`config.mk`:
```
export PLATFORM = sky130hd
export DESIGN_NAME = i2cBusRecovery
export DESIGN_NICKNAME = d
export VERILOG_FILES = /design/src/rtl/i2cRecPkg.sv /design/src/rtl/i2cRecDatapath.sv /design/src/rtl/i2cRecControl.sv /design/src/rtl/i2cBusRecovery.sv
export SDC_FILE = /design/constraint.sdc
export NUM_CORES = 1
export LEC_CHECK = 0
export BUFFER_PORTS_ARGS = -buffer_cell sky130_fd_sc_hd__buf_2
export CAP_MARGIN = 0
export CORE_UTILIZATION = 57
export DETAILED_ROUTE_END_ITERATION = 12
export PLACE_DENSITY = 0.88
export SYNTH_ARGS = -nofsm -noshare
export SYNTH_HDL_FRONTEND = slang
export SYNTH_SLANG_ARGS = --single-unit
```
`constraint.sdc`:
```
create_clock -name clk -period 4.4 [get_ports clk]
set_clock_uncertainty 0.15 [all_clocks]
set_input_delay 0.22 -clock clk [delete_from_list [all_inputs] [get_ports clk]]
set_output_delay 0.22 -clock clk [all_outputs]
set_load 0.01 [all_outputs]
```
`src/rtl/i2cRecPkg.sv`:
```
package i2cRecPkg;

  typedef enum logic [2:0] {
    ST_IDLE,
    ST_PLOW,
    ST_PHIGH,
    ST_SLOW,
    ST_SLOWD,
    ST_SHIGH,
    ST_SREL,
    ST_SRST
  } recStateT;

  typedef struct packed {
    logic watchEn;
    logic tmrLoadHalf;
    logic tmrLoadRst;
    logic pulseClr;
    logic pulseInc;
  } dpCtrlT;

endpackage

```
`src/rtl/i2cRecDatapath.sv`:
```
module i2cRecDatapath
  import i2cRecPkg::*;
#(
  parameter int TMO_W  = 16,
  parameter int HALF_W = 12,
  parameter int RST_W  = 12,
  parameter int NPULSE = 9
) (
  input  logic              clk,
  input  logic              rstN,
  input  logic              sclIn,
  input  logic              sdaIn,
  input  logic              masterIdle,
  input  logic [TMO_W-1:0]  timeoutCycles,
  input  logic [HALF_W-1:0] halfPeriod,
  input  logic [RST_W-1:0]  rstPulseCycles,
  input  dpCtrlT            ctrl,
  output logic              stuckHit,
  output logic              tmrDone,
  output logic              pulseLast
);

  localparam int TMR_W  = (HALF_W > RST_W) ? HALF_W : RST_W;
  localparam int PCNT_W = $clog2(NPULSE + 1);

  logic [TMO_W-1:0]  stuckCnt;
  logic [TMR_W-1:0]  phaseTmr;
  logic [PCNT_W-1:0] pulseCnt;
  logic              watchCond;

  // Deadlock signature: clock released high, data held low, no transfer.
  assign watchCond = ctrl.watchEn && sclIn && !sdaIn && masterIdle;
  assign stuckHit  = watchCond && (stuckCnt >= timeoutCycles);

  always_ff @(posedge clk or negedge rstN) begin
    if (!rstN) begin
      stuckCnt <= '0;
    end else if (!watchCond) begin
      stuckCnt <= '0;
    end else if (stuckCnt < timeoutCycles) begin
      stuckCnt <= stuckCnt + TMO_W'(1);
    end
  end

  // One timer serves both the SCL phases and the reset pulse.
  always_ff @(posedge clk or negedge rstN) begin
    if (!rstN) begin
      phaseTmr <= '0;
    end else if (ctrl.tmrLoadHalf) begin
      phaseTmr <= TMR_W'(halfPeriod) - TMR_W'(1);
    end else if (ctrl.tmrLoadRst) begin
      phaseTmr <= TMR_W'(rstPulseCycles) - TMR_W'(1);
    end else if (phaseTmr != '0) begin
      phaseTmr <= phaseTmr - TMR_W'(1);
    end
  end

  assign tmrDone = (phaseTmr == '0);

  always_ff @(posedge clk or negedge rstN) begin
    if (!rstN) begin
      pulseCnt <= '0;
    end else if (ctrl.pulseClr) begin
      pulseCnt <= '0;
    end else if (ctrl.pulseInc) begin
      pulseCnt <= pulseCnt + PCNT_W'(1);
    end
  end

  assign pulseLast = (pulseCnt == PCNT_W'(NPULSE - 1));

endmodule

```
`src/rtl/i2cRecControl.sv`:
```
module i2cRecControl
  import i2cRecPkg::*;
(
  input  logic   clk,
  input  logic   rstN,
  input  logic   sdaIn,
  input  logic   rstEnable,
  input  logic   stuckHit,
  input  logic   tmrDone,
  input  logic   pulseLast,
  output dpCtrlT ctrl,
  output logic   sclOe,
  output logic   sdaOe,
  output logic   slaveRst,
  output logic   busy,
  output logic   done,
  output logic   fail
);

  recStateT state, stateNxt;
  logic     setDone, setFail, clrFlags;

  always_comb begin
    stateNxt         = state;
    ctrl             = '0;
    ctrl.watchEn     = (state == ST_IDLE);
    setDone          = 1'b0;
    setFail          = 1'b0;
    clrFlags         = 1'b0;
    unique case (state)
      ST_IDLE: begin
        if (stuckHit) begin
          stateNxt         = ST_PLOW;
          ctrl.tmrLoadHalf = 1'b1;
          ctrl.pulseClr    = 1'b1;
          clrFlags         = 1'b1;
        end
      end
      ST_PLOW: begin
        if (tmrDone) begin
          stateNxt         = ST_PHIGH;
          ctrl.tmrLoadHalf = 1'b1;
        end
      end
      ST_PHIGH: begin
        if (tmrDone) begin
          if (sdaIn) begin
            stateNxt         = ST_SLOW;
            ctrl.tmrLoadHalf = 1'b1;
          end else if (pulseLast) begin
            if (rstEnable) begin
              stateNxt        = ST_SRST;
              ctrl.tmrLoadRst = 1'b1;
            end else begin
              stateNxt = ST_IDLE;
              setFail  = 1'b1;
            end
          end else begin
            stateNxt         = ST_PLOW;
            ctrl.tmrLoadHalf = 1'b1;
            ctrl.pulseInc    = 1'b1;
          end
        end
      end
      ST_SLOW: begin
        if (tmrDone) begin
          stateNxt         = ST_SLOWD;
          ctrl.tmrLoadHalf = 1'b1;
        end
      end
      ST_SLOWD: begin
        if (tmrDone) begin
          stateNxt         = ST_SHIGH;
          ctrl.tmrLoadHalf = 1'b1;
        end
      end
      ST_SHIGH: begin
        if (tmrDone) begin
          stateNxt         = ST_SREL;
          ctrl.tmrLoadHalf = 1'b1;
        end
      end
      ST_SREL: begin
        if (tmrDone) begin
          stateNxt = ST_IDLE;
          setDone  = 1'b1;
        end
      end
      ST_SRST: begin
        if (tmrDone) begin
          stateNxt = ST_IDLE;
          setFail  = 1'b1;
        end
      end
      default: stateNxt = ST_IDLE;
    endcase
  end

  always_ff @(posedge clk or negedge rstN) begin
    if (!rstN) begin
      state <= ST_IDLE;
      done  <= 1'b0;
      fail  <= 1'b0;
    end else begin
      state <= stateNxt;
      if (clrFlags) begin
        done <= 1'b0;
        fail <= 1'b0;
      end else begin
        if (setDone) done <= 1'b1;
        if (setFail) fail <= 1'b1;
      end
    end
  end

  assign sclOe    = (state == ST_PLOW) || (state == ST_SLOW) || (state == ST_SLOWD);
  assign sdaOe    = (state == ST_SLOWD) || (state == ST_SHIGH);
  assign slaveRst = (state == ST_SRST);
  assign busy     = (state != ST_IDLE);

endmodule

```
`src/rtl/i2cBusRecovery.sv`:
```
module i2cBusRecovery
  import i2cRecPkg::*;
#(
  parameter int TMO_W  = 16,
  parameter int HALF_W = 12,
  parameter int RST_W  = 12,
  parameter int NPULSE = 9
) (
  input  logic              clk,
  input  logic              rstN,
  input  logic              sclIn,
  input  logic              sdaIn,
  input  logic              masterIdle,
  input  logic [TMO_W-1:0]  timeoutCycles,
  input  logic [HALF_W-1:0] halfPeriod,
  input  logic              rstEnable,
  input  logic [RST_W-1:0]  rstPulseCycles,
  output logic              sclOe,
  output logic              sdaOe,
  output logic              slaveRst,
  output logic              busy,
  output logic              done,
  output logic              fail
);

  dpCtrlT ctrl;
  logic   stuckHit, tmrDone, pulseLast;

  i2cRecDatapath #(
    .TMO_W (TMO_W),
    .HALF_W(HALF_W),
    .RST_W (RST_W),
    .NPULSE(NPULSE)
  ) uDp (
    .clk           (clk),
    .rstN          (rstN),
    .sclIn         (sclIn),
    .sdaIn         (sdaIn),
    .masterIdle    (masterIdle),
    .timeoutCycles (timeoutCycles),
    .halfPeriod    (halfPeriod),
    .rstPulseCycles(rstPulseCycles),
    .ctrl          (ctrl),
    .stuckHit      (stuckHit),
    .tmrDone       (tmrDone),
    .pulseLast     (pulseLast)
  );

  i2cRecControl uCtl (
    .clk      (clk),
    .rstN     (rstN),
    .sdaIn    (sdaIn),
    .rstEnable(rstEnable),
    .stuckHit (stuckHit),
    .tmrDone  (tmrDone),
    .pulseLast(pulseLast),
    .ctrl     (ctrl),
    .sclOe    (sclOe),
    .sdaOe    (sdaOe),
    .slaveRst (slaveRst),
    .busy     (busy),
    .done     (done),
    .fail     (fail)
  );

endmodule

```
==> impl_metrics.json <==
{
  "status": "finished, final reports clean",
  "clock-sinks": 37,
  "syn_inst": 358,
  "final_area_sq_mm": 0.00348,
  "yosys.area_share.adder_pct": 8.07,
  "grt_start_max_net_pins": 38,
  "syn_area_sq_mm": 0.00310,
  "rrSetupSlack_ps": 390,
  "hold_viol": 0,
  "crit_buf_inv": 0,
  "grt_usage_pct": 28.1,
  "whs_endpoint": "uDp.phaseTmr[11]",
  "seqPwrFrac_pct": 44.6,
  "post-route-period-util_pct": 91.1,
  "synth-xor-area-share_pct": 3.67,
  "nets": 470,
  "drt_wl_total_microns": 7610,
  "die_w_microns": 75.8,
  "via_per_inst": 6.25,
  "wire_per_inst_microns": 16.0,
  "synth-compound-area-share_pct": 19.7,
  "synth_area_leaders": "dfrtp_1 (30%), ha_1 (8.1%), mux2i_1 (4.8%)",
  "die_h_microns": 75.8,
  "hold-path-cell-count": 3,
  "async_reset_ff_share_pct": 100,
  "cp_max_fo": 14,
  "p_int_uw": 673,
  "yosysUniqueCellTypes": 62,
  "ys_seq_elements": 37,
  "cpLargestDelayFamily": "simple AND/OR/NAND/NOR gates",
  "diodes": 0,
  "overflow": 0,
  "cts_tree": "done",
  "fillers": 419,
  "htreeDepth": 2,
  "antenna_found_initial": 0,
  "clockBufferDepth": 2,
  "slowest_delay_ps": 590,
  "via_count": 2970,
  "std_cell_rows": 26,
  "critPathSlowestCell": "or3_1",
  "p_comb_share_pct": 28.5,
  "drt_iter0_drc": 200,
  "cts_made_buffers": 5,
  "die-area_sq_mm": 0.00574,
  "clockPowerShare_pct": 26.9,
  "cts_hold_buf": 2,
  "worstMarginPinSlew_ps": 1090,
  "syn_nets": 424,
  "report.final.slew_viol_count": 0,
  "seq_area_frac_synth_pct": 29.9,
  "ys.flop_type": "dfrtp_1",
  "cts_resized": 0,
  "r2r_end": "uDp.phaseTmr[8]",
  "syn_area_per_cell_sq_um": 8.66,
  "layout-drive-gt1-share_pct": 20.7,
  "insertion_delay_ps": 290,
  "drc_errors": 0,
  "power.density_mw_per_mm2": 287,
  "ios": 52,
  "p_leak_uw": 0.00166,
  "path_class": "reg2reg",
  "maxCapViolations": 0,
  "multi_input_area_sq_mm": 0.00198,
  "setup_violations": 0,
  "switching_power_uw": 327,
  "routabilityCongestion": 0.959,
  "place_area_sq_mm": 0.00336,
  "final_common_cell": "buf_2",
  "relSlewSlack_pct": 27.0,
  "end_kind": "flip-flop",
  "ir_drop_mv": 0.227,
  "synth_mux_area_share_pct": 6.30,
  "dr.pass1.iters": 4,
  "rsz0062_at_grt": "no",
  "rr_worst_depth": 12,
  "r2r_start": "uCtl.state[1]",
  "ys_warn_count": 0,
  "layout_common_cells": "buf_2 (51), dfrtp_1 (37), nand2_1 (29), inv_1 (25), a21oi_1 (22)",
  "regArea_sq_um": 926,
  "synth_top_family_by_area": "simple AND/OR/NAND/NOR gates",
  "min_period_ps": 4010,
  "start_util_pct": 59.9,
  "synth_edf_count": 0,
  "p_sw_share_pct": 32.7,
  "dpl.hpwl_microns": 5620,
  "min_from": "halfPeriod[11]",
  "cp-start-kind": "flip-flop",
  "root_buffer": "clkbuf_8",
  "io_buffer_count": 51,
  "tns_ps": 0,
  "coreArea_sq_mm": 0.00517,
  "synthToLayoutAreaGrowth_pct": 12.4,
  "ant_nets": 0,
  "yosysTopAreaCellShare_pct": 29.9,
  "path_cells": "or3_1 -> or3_1 -> nor3_1 -> nor2_1 -> mux2i_1 -> ha_1 -> nor2b_1 -> nand3b_1 -> a31oi_1 -> nor2b_1 -> o31ai_1 -> mux2i_1",
  "yosysTopAreaCell": "dfrtp_1",
  "grt_pass1_vias": 2639,
  "clk_pin_slew_worst_paths_ps": 80,
  "cp.arrival_ps": 4010,
  "fmax_ghz": 0.249,
  "hold_class": "in2reg",
  "post-cts-setup-buffers": 0,
  "yosys.area_share.simple_pct": 26.1,
  "grt_pass1_wl_microns": 12100,
  "cp.required_ps": 4400
}
[Yosys cell counts (5+ instances only)]
master / instances
a21oi_1: 22
mux2i_1: 15
a31oi_1: 11
nand2_1: 29
o21ai_0: 11
xor2_1: 7
or3_1: 7
nand3_1: 9
and3_1: 5
nor2_1: 18
clkbuf_1: 12
nand2b_1: 10
a21o_1: 5
dfrtp_1: 37
ha_1: 20
nor3_1: 14
nor4_1: 5
or4_1: 10
o31ai_1: 7
xnor2_1: 6
inv_1: 25
nor2b_1: 5
nand4_1: 8
[worst register-to-register path: cells and delay by family (launching register included)]
family	cells	cell delay, ps
AOI/OAI and AO/OA	2	410
adders and majority gates	1	240
DFF	1	480
muxes	2	350
and+or+nand+nor	7	2240
[sequential cells by signal, summed over array words and instances, names as in the netlist]
name,count
uDp.stuckCnt,16
uCtl.fail,1
uDp.phaseTmr,12
uDp.pulseCnt,4
uCtl.state,3
uCtl.done,1
[layout make-up]
| cell class | instances | share of cell area, % |
|---|---|---|
| Multi-Input combinational cell | 279 | 56.8 |
| Sequential cell | 37 | 26.6 |
| Timing Repair Buffer | 56 | 8.55 |
| Clock buffer | 7 | 2.76 |
| Inverter | 25 | 2.69 |
| Tap cell | 70 | 2.51 |
| Clock inverter | 1 | 0.144 |
[power by group through the flow]
stage          sequential [uW]  combinational, uW  clock, uW
2_1_floorplan              429                209          0
6_report                   445                285        269
3_3_place_gp               444                273          0
5_1_grt                    451                317        289
4_1_cts                    441                284        272
3_5_place_dp               447                281          0
[how the worst max path moves through the flow]
stage,start,to,depth (start not counted)
after floorplan,uDp.phaseTmr[9],uDp.phaseTmr[10],13
after global placement,uCtl.state[1],uDp.phaseTmr[8],12
after detailed placement,uCtl.state[1],uDp.phaseTmr[8],12
after CTS,uCtl.state[1],uDp.phaseTmr[8],12
after global routing,uCtl.state[1],uDp.phaseTmr[8],12
final,uCtl.state[1],uDp.phaseTmr[8],12
[layer usage]
metal | global-route usage [%] | vias up | part of all wire (%)
met5 | 0 | - | 0
met4 | 11.1 | 0 | 1.9
met3 | 6.08 | 17 | 7.7
met2 | 45.4 | 113 | 46
met1 | 36.6 | 1411 | 45
li1 | - | 1429 | -
[stage by stage]
step | setup slack, ps | instances | hold WS [ps] | util (%) | power (uW)
2_1_floorplan | 797 | 358 | -226 | - | 638
3_3_place_gp | 683 | 465 | 216 | 65.0 | 717
3_5_place_dp | 454 | 465 | 223 | 65.0 | 728
4_1_cts | 417 | 475 | 75.1 | 67.4 | 997
5_1_grt | 14.4 | 475 | 90.2 | 67.4 | 1060
6_report | 390 | 475 | 75.7 | 67.4 | 999
[cell families (layout without fill, tap and decap cells)]
group,after synthesis,count (layout)
buffers and inverters,42,89
DFF,37,37
and+or+nand+nor,140,140
muxes,19,19
xor gates and xnor gates,13,13
adders and majority gates,20,20
AOI/OAI and AO/OA,87,87
Power figures use the tool's default switching activity.
